--- src/rtl/uirq_pkg.sv ---
package uirq_pkg;

    localparam int unsigned UIRQ_ADDR_W = 8;
    localparam int unsigned UIRQ_DATA_W = 32;
    localparam int unsigned UIRQ_FIELD_W = 13;
    localparam int unsigned UIRQ_NSRC = 9;
    localparam int unsigned UIRQ_NLIVE = 5;

    localparam logic [UIRQ_ADDR_W-1:0] OFS_ARM = 8'h08;
    localparam logic [UIRQ_ADDR_W-1:0] OFS_DISARM = 8'h0C;
    localparam logic [UIRQ_ADDR_W-1:0] OFS_MASK = 8'h10;
    localparam logic [UIRQ_ADDR_W-1:0] OFS_STAT = 8'h14;
    localparam logic [UIRQ_ADDR_W-1:0] OFS_CHAN = 8'h2C;

    localparam int unsigned BIT_RX_TRIG = 0;
    localparam int unsigned BIT_RX_EMPTY = 1;
    localparam int unsigned BIT_RX_FULL = 2;
    localparam int unsigned BIT_TX_EMPTY = 3;
    localparam int unsigned BIT_TX_FULL = 4;

    typedef enum logic [2:0] {
        SEL_NONE,
        SEL_ZERO,
        SEL_MASK,
        SEL_STAT,
        SEL_CHAN
    } rd_sel_e;

    function automatic rd_sel_e decode_rd(input logic [UIRQ_ADDR_W-1:0] a);
        rd_sel_e s;
        unique case (a)
            OFS_ARM, OFS_DISARM: s = SEL_ZERO;
            OFS_MASK: s = SEL_MASK;
            OFS_STAT: s = SEL_STAT;
            OFS_CHAN: s = SEL_CHAN;
            default: s = SEL_NONE;
        endcase
        return s;
    endfunction

endpackage

--- src/rtl/uirq_mask_reg.sv ---
module uirq_mask_reg
    import uirq_pkg::*;
#(
    parameter int unsigned ADDR_W = UIRQ_ADDR_W,
    parameter int unsigned DATA_W = UIRQ_DATA_W,
    parameter int unsigned FIELD_W = UIRQ_FIELD_W
) (
    input  logic               clk,
    input  logic               rst_n,
    input  logic               wr,
    input  logic [ADDR_W-1:0]  addr,
    input  logic [DATA_W-1:0]  wdata,
    output logic [FIELD_W-1:0] mask
);

    typedef struct packed {
        logic [FIELD_W-1:0] bits;
    } mask_st_t;

    mask_st_t st_d, st_q;
    logic [FIELD_W-1:0] wfield;

    assign wfield = wdata[FIELD_W-1:0];

    always_comb begin
        st_d = st_q;
        if (wr && addr == ADDR_W'(OFS_ARM)) begin
            st_d.bits = st_q.bits | wfield;
        end else if (wr && addr == ADDR_W'(OFS_DISARM)) begin
            st_d.bits = st_q.bits & ~wfield;
        end
    end

    always_ff @(posedge clk) begin
        if (!rst_n) begin
            st_q <= '0;
        end else begin
            st_q <= st_d;
        end
    end

    assign mask = st_q.bits;

endmodule

--- src/rtl/uirq_status_reg.sv ---
module uirq_status_reg
    import uirq_pkg::*;
#(
    parameter int unsigned ADDR_W = UIRQ_ADDR_W,
    parameter int unsigned DATA_W = UIRQ_DATA_W,
    parameter int unsigned FIELD_W = UIRQ_FIELD_W,
    parameter int unsigned NSRC = UIRQ_NSRC,
    parameter int unsigned NLIVE = UIRQ_NLIVE
) (
    input  logic               clk,
    input  logic               rst_n,
    input  logic               wr,
    input  logic [ADDR_W-1:0]  addr,
    input  logic [DATA_W-1:0]  wdata,
    input  logic [NSRC-1:0]    src_evt,
    input  logic [NLIVE-1:0]   live_cond,
    output logic [FIELD_W-1:0] status
);

    typedef struct packed {
        logic [FIELD_W-1:0] bits;
    } stat_st_t;

    stat_st_t st_d, st_q;
    logic [FIELD_W-1:0] set_vec;
    logic [FIELD_W-1:0] clr_vec;

    for (genvar i = 0; i < FIELD_W; i++) begin : g_set
        if (i < NLIVE && i < NSRC) begin : g_lvl
            assign set_vec[i] = src_evt[i] | live_cond[i];
        end else if (i < NSRC) begin : g_evt
            assign set_vec[i] = src_evt[i];
        end else begin : g_none
            assign set_vec[i] = 1'b0;
        end
    end

    assign clr_vec = (wr && addr == ADDR_W'(OFS_STAT)) ? wdata[FIELD_W-1:0] : '0;

    always_comb begin
        st_d = st_q;
        st_d.bits = (st_q.bits & ~clr_vec) | set_vec;
    end

    always_ff @(posedge clk) begin
        if (!rst_n) begin
            st_q <= '0;
        end else begin
            st_q <= st_d;
        end
    end

    assign status = st_q.bits;

endmodule

--- src/rtl/uirq_read_mux.sv ---
module uirq_read_mux
    import uirq_pkg::*;
#(
    parameter int unsigned ADDR_W = UIRQ_ADDR_W,
    parameter int unsigned DATA_W = UIRQ_DATA_W,
    parameter int unsigned FIELD_W = UIRQ_FIELD_W,
    parameter int unsigned NLIVE = UIRQ_NLIVE
) (
    input  logic [ADDR_W-1:0]  addr,
    input  logic [FIELD_W-1:0] mask,
    input  logic [FIELD_W-1:0] status,
    input  logic [NLIVE-1:0]   live_cond,
    output logic [DATA_W-1:0]  rdata
);

    localparam logic [NLIVE-1:0] CHAN_KEEP =
        NLIVE'((1 << BIT_RX_TRIG) | (1 << BIT_RX_EMPTY) |
               (1 << BIT_TX_EMPTY) | (1 << BIT_TX_FULL));

    logic [FIELD_W-1:0] chan;

    assign chan = FIELD_W'(live_cond & CHAN_KEEP);

    always_comb begin
        rdata = '0;
        unique case (decode_rd(UIRQ_ADDR_W'(addr)))
            SEL_MASK: rdata = DATA_W'(mask);
            SEL_STAT: rdata = DATA_W'(status);
            SEL_CHAN: rdata = DATA_W'(chan);
            default: rdata = '0;
        endcase
    end

endmodule

--- src/rtl/uirq_ctrl.sv ---
module uirq_ctrl
    import uirq_pkg::*;
#(
    parameter int unsigned ADDR_W = UIRQ_ADDR_W,
    parameter int unsigned DATA_W = UIRQ_DATA_W,
    parameter int unsigned FIELD_W = UIRQ_FIELD_W,
    parameter int unsigned NSRC = UIRQ_NSRC,
    parameter int unsigned NLIVE = UIRQ_NLIVE
) (
    input  logic              clk,
    input  logic              rst_n,
    input  logic              bus_wr,
    input  logic [ADDR_W-1:0] bus_addr,
    input  logic [DATA_W-1:0] bus_wdata,
    output logic [DATA_W-1:0] bus_rdata,
    input  logic [NSRC-1:0]   src_evt,
    input  logic [NLIVE-1:0]  live_cond,
    output logic              irq_o
);

    logic [FIELD_W-1:0] mask_q;
    logic [FIELD_W-1:0] status_q;

    uirq_mask_reg #(
        .ADDR_W (ADDR_W),
        .DATA_W (DATA_W),
        .FIELD_W(FIELD_W)
    ) u_mask (
        .clk  (clk),
        .rst_n(rst_n),
        .wr   (bus_wr),
        .addr (bus_addr),
        .wdata(bus_wdata),
        .mask (mask_q)
    );

    uirq_status_reg #(
        .ADDR_W (ADDR_W),
        .DATA_W (DATA_W),
        .FIELD_W(FIELD_W),
        .NSRC   (NSRC),
        .NLIVE  (NLIVE)
    ) u_stat (
        .clk      (clk),
        .rst_n    (rst_n),
        .wr       (bus_wr),
        .addr     (bus_addr),
        .wdata    (bus_wdata),
        .src_evt  (src_evt),
        .live_cond(live_cond),
        .status   (status_q)
    );

    uirq_read_mux #(
        .ADDR_W (ADDR_W),
        .DATA_W (DATA_W),
        .FIELD_W(FIELD_W),
        .NLIVE  (NLIVE)
    ) u_rd (
        .addr     (bus_addr),
        .mask     (mask_q),
        .status   (status_q),
        .live_cond(live_cond),
        .rdata    (bus_rdata)
    );

    assign irq_o = |(status_q & mask_q);

endmodule

--- config.mk ---
export PLATFORM = sky130hd
export DESIGN_NAME = uirq_ctrl
export DESIGN_NICKNAME = d
export VERILOG_FILES = /design/src/rtl/uirq_pkg.sv /design/src/rtl/uirq_mask_reg.sv /design/src/rtl/uirq_status_reg.sv /design/src/rtl/uirq_read_mux.sv /design/src/rtl/uirq_ctrl.sv
export SDC_FILE = /design/constraint.sdc
export NUM_CORES = 1
export LEC_CHECK = 0
export ABC_AREA = 0
export ABC_CLOCK_PERIOD_IN_PS = 1900
export BUFFER_PORTS_ARGS = -buffer_cell sky130_fd_sc_hd__buf_2
export CORE_ASPECT_RATIO = 1.2
export CORE_MARGIN = 5
export CORE_UTILIZATION = 46
export DETAILED_ROUTE_END_ITERATION = 16
export PLACE_DENSITY = 0.84
export REMOVE_ABC_BUFFERS = 1
export SLEW_MARGIN = 10
export SYNTH_ARGS = -nofsm -noshare
export SYNTH_HDL_FRONTEND = slang
export SYNTH_SLANG_ARGS = --single-unit
--- constraint.sdc ---
create_clock -name clk -period 1.9 [get_ports clk]
set_input_delay 0.095 -clock clk [delete_from_list [all_inputs] [get_ports clk]]
set_output_delay 0.095 -clock clk [all_outputs]
set_load 0.1 [all_outputs]
* Yosys cells after proc, flatten, opt, wreduce, memory -nomap -nowiden *
Cells that the tools add are included.

storage, ports and cells
  bits in registers = 26
  bits in latches = 0
  bits in writable memories = 0
  bits in read-only memories = 0
  input port bits = 57
  output and inout bits = 33
  word-level logic and storage cells = 33
  memories kept = 0

cells by class
  add/subtract/negate cells = 0
  multipliers = 0
  divide/modulo/power cells = 0
  order comparisons = 0
  eq/ne operators = 8
  shift operators = 0
  multiplexer cells = 5
  bitwise logic cells = 12
  reductions and logical operators = 6

operator list
  kind                                                             number
  13-bit AND                                                       3
  13-bit two-way mux                                               3
  13-bit one-hot mux with 3 select lines                           1
  13-bit NOT                                                       2
  8-bit by 4-bit == test with 1-bit output, second input constant  2
  8-bit by 5-bit == test with 1-bit output, second input constant  2
  13-bit OR                                                        1
  13-bit by 9-bit OR with 13-bit output                            1
  13-bit OR reduction                                              1
  3-bit one-hot mux with 4 select lines                            1
  8-bit by 6-bit == test with 1-bit output, second input constant  1
  3-bit by 2-bit == test with 1-bit output, second input constant  2
  1-bit OR                                                         5
  3-bit == test, second input constant                             1
  1-bit logical AND                                                3
  2-bit nonzero test                                               1
  2-bit OR reduction                                               1

* Longest topological paths before layout *
  depth after elaboration = 6
  mapped depth = 5
  gate-level depth less buffers = 3

* Cells and area by module *
Synthesis repeated with hierarchy kept, for this count alone.

unflattened totals
  cell total of the unflattened synthesis = 167
  area, all modules = 1552.7 µm²

modules (own cells, without submodules)
  module           instances  cells an instance  area each (µm²)
  uirq_mask_reg    1          48                 530.5
  uirq_status_reg  1          54                 520.5
  uirq_read_mux    1          57                 440.4
  uirq_ctrl        1          8                  61.3

* Worst setup path before layout *
Ideal clock, no wire load.

  path type = input to output
  start point = in bus_addr[7]
  end point = out bus_rdata[4]
  arrival time = 1.898 ns
  setup slack = -0.093 ns
  cell stages on the path = 5
  cells stage by stage = or4_4 buf_6 nor3_4 buf_6 a221o_1

on the way
  cells in the longest elaborated chain, start to end = 5
  elaborated cells between the ends (all ways) = 11
  classes of those cells = eq/ne: 8; mux: 2; reduce/logical: 1

RTL lines
  item                                                                              line                 RTL
  start, declared                                                                   uirq_ctrl.sv:13      input logic [ADDR_W-1:0] bus_addr,
  8-bit by 4-bit == test with 1-bit output                                          uirq_pkg.sv:31       unique case (a)
  2-bit OR reduction                                                                uirq_pkg.sv:31
  3-bit one-hot mux with 4 select lines *                                           uirq_pkg.sv:31
  3-bit == test / 3-bit by 2-bit == test with 1-bit output (equally long branches)  uirq_read_mux.sv:26  unique case (decode_rd(UIRQ_ADDR_W'(addr)))
  13-bit one-hot mux with 3 select lines *                                          uirq_read_mux.sv:26
  end, declared                                                                     uirq_ctrl.sv:15      output logic [DATA_W-1:0] bus_rdata,

Every way passes the cells marked *; elsewhere a longest branch is shown, timed or not.

* Worst setup path in the final report *
Ends and elaborated chain as after synthesis.

==> impl_metrics.tcl <==
set metrics [dict create \
    clk-insertion-delay-late_ns 0.33 \
    clkTransAtPathRegs_ns 0.14 \
    yosys_warnings 0 \
    core_area_um2 3110 \
    cts-root-buf "clkbuf_4" \
    rsz0062_at_grt "no" \
    numClockSinks 26 \
    layout-drive-gt1-share 0.3534 \
    numCtsBuffers 3 \
    crit_arrival_ns 1.69 \
    yosysSeqAreaShare 0.3472 \
    timing.final.max_slew_violations 0 \
    die_x_um 62.11 \
    ys_ff_latch 26 \
    yosysUniqueCellTypes 31 \
    fillers 266 \
    synth_ff_type "dfxtp_1" \
    final_nets 290 \
    area_delta_synth_final_pct 37.40 \
    path_class "in2out" \
    globalplace.congestion 0.8380 \
    grt_pass1_wl_um 6782 \
    setup_violations 0 \
    synthTopCellsByCount "dfxtp_1, buf_4, nand2_1, nand3_1, mux2i_1" \
    postCtsSetupBuffers 0 \
    status "completed" \
    routed_wl_um 4104 \
    num_vias 1505 \
    fin_worst_skew_ns 0 \
    reg2reg_slack_ns 1.12 \
    power_uw 1152 \
    rows 22 \
    power_leakage_uw 0.0009393 \
    grt_pass1_vias 1529 \
    cts_tree "built" \
    holdCritPathClass "in2reg" \
    synthTopCellsByArea "dfxtp_1, buf_4, mux2i_1" \
    htreeDepth 1 \
    holdBufCountCts 9 \
    yosysTopAreaCellShare 0.3472 \
    die_h_um 72.53 \
    critPathMaxFanout 8 \
    period_needed_ns 1.784 \
    async_reset_ff_frac 0 \
    place_area_um2 1933 \
    multiInputGateArea_um2 838.3 \
    drc 0 \
    fmax_ghz 0.5605 \
    start_kind "input port" \
    crit_path_end_kind "output pin" \
    yosysTopAreaCell "dfxtp_1" \
    hold_violations 0 \
    insertedDiodeCount 0 \
    antenna_found_initial 0 \
    syn_area_per_cell_um2 8.817 \
    avgRoutedWirePerCell_um 15.31 \
    cp.required_ns 1.80 \
    viasPerCell 5.616 \
    synth.most_common_cell "dfxtp_1" \
    syn-cell-area_um2 1499 \
    first_iter_violations 69 \
    ir_worst_vdd_mv 0.4757 \
    maxCapViolations 0 \
    grt_max_degree 27 \
    grt-ovfl-total 0 \
    clockBufferDepth 2 \
    start_util 0.4819 \
    post_cts_resized 0 \
    dp_hpwl_um 3057 \
    port_buffers 51 \
    final_cell_area_um2 2059 \
    p_per_area_nw_per_um2 559.5 \
    dr.pass1.iters 4 \
    ant_nets 0 \
    period_share 0.9390 \
    grt_usage 0.1837 \
    io_pins 90 \
    dieArea_um2 4505 \
    regArea_um2 520.5 \
    synth_edf_count 0 \
    netlist_instances 170 \
]
report_power, final:
part           switching, µW  internal (µW)  leakage [µW]
Clock                    168            118     0.0000210
Combinational            234           62.2      0.000706
Sequential              12.0            559      0.000213
cells in the final DEF, fill, tap and decap left out, types with 9 or more instances in the layout:
master	netlist	final
mux2i_1	13	13
nand3_1	14	14
buf_2	2	38
dlygate4sd3_1	0	9
nor3_1	10	10
conb_1	1	19
dfxtp_1	26	26
nand2_1	19	19
buf_12	0	13
a22o_2	9	9
critical path: stages:
cell and delay [ns]:
buf_2 0.11, or4_4 0.62, nor3_4 0.28, buf_4 0.18, a221o_1 0.20, buf_12 0.18
worst paths after layout:
kind / start / depth (start not counted) / endpoint
max: bus_addr[7] / 6 / bus_rdata[4]
min reg2reg: u_stat.status[9] / 2 / u_stat.status[9]
max reg2reg: u_stat.status[0] / 2 / u_stat.status[0]
min: src_evt[6] / 3 / u_stat.status[6]
routing by layer:
layer | GRT usage | vias to the layer above | part of all wire
li1 | - | 717 | -
met1 | 0.1954 | 716 | 0.38
met2 | 0.3491 | 66 | 0.53
met3 | 0.04799 | 6 | 0.080
met4 | 0.05783 | 0 | 0.011
met5 | 0 | - | 0
cell families (layout without fill, tap and decap cells):
group	after synthesis	after routing	share of synthesized area
flops	26	26	0.3472
compound gates	41	41	0.2087
other cells	1	19	0.002502
mux	13	13	0.08681
buf+inv	33	77	0.1469
simple gates	56	56	0.2079
layout make-up:
type | instances | area share
Multi-Input combinational cell | 129 | 0.4070
Timing Repair Buffer | 68 | 0.2916
Sequential cell | 26 | 0.2527
Tap cell | 36 | 0.02187
Clock buffer | 4 | 0.01762
Inverter | 5 | 0.009113
per-stage QoR:
| step | setup TNS, ns | std cells | setup WS (ns) | util | hold slack (ns) |
|---|---|---|---|---|---|
| 6_report | 0 | 268 | 0.1158 | 0.6621 | 0.03300 |
| 5_1_grt | 0 | 268 | 0.02496 | 0.6621 | 0.03570 |
| 4_1_cts | 0 | 268 | 0.1092 | 0.6621 | 0.02519 |
| 3_5_place_dp | 0 | 255 | 0.1149 | 0.6215 | 0.2923 |
| 3_3_place_gp | 0 | 255 | 0.1377 | 0.6215 | 0.2844 |
| 2_1_floorplan | -0.1079 | 160 | -0.1079 | - | 0.1820 |
(Power assumes the default switching activity.)
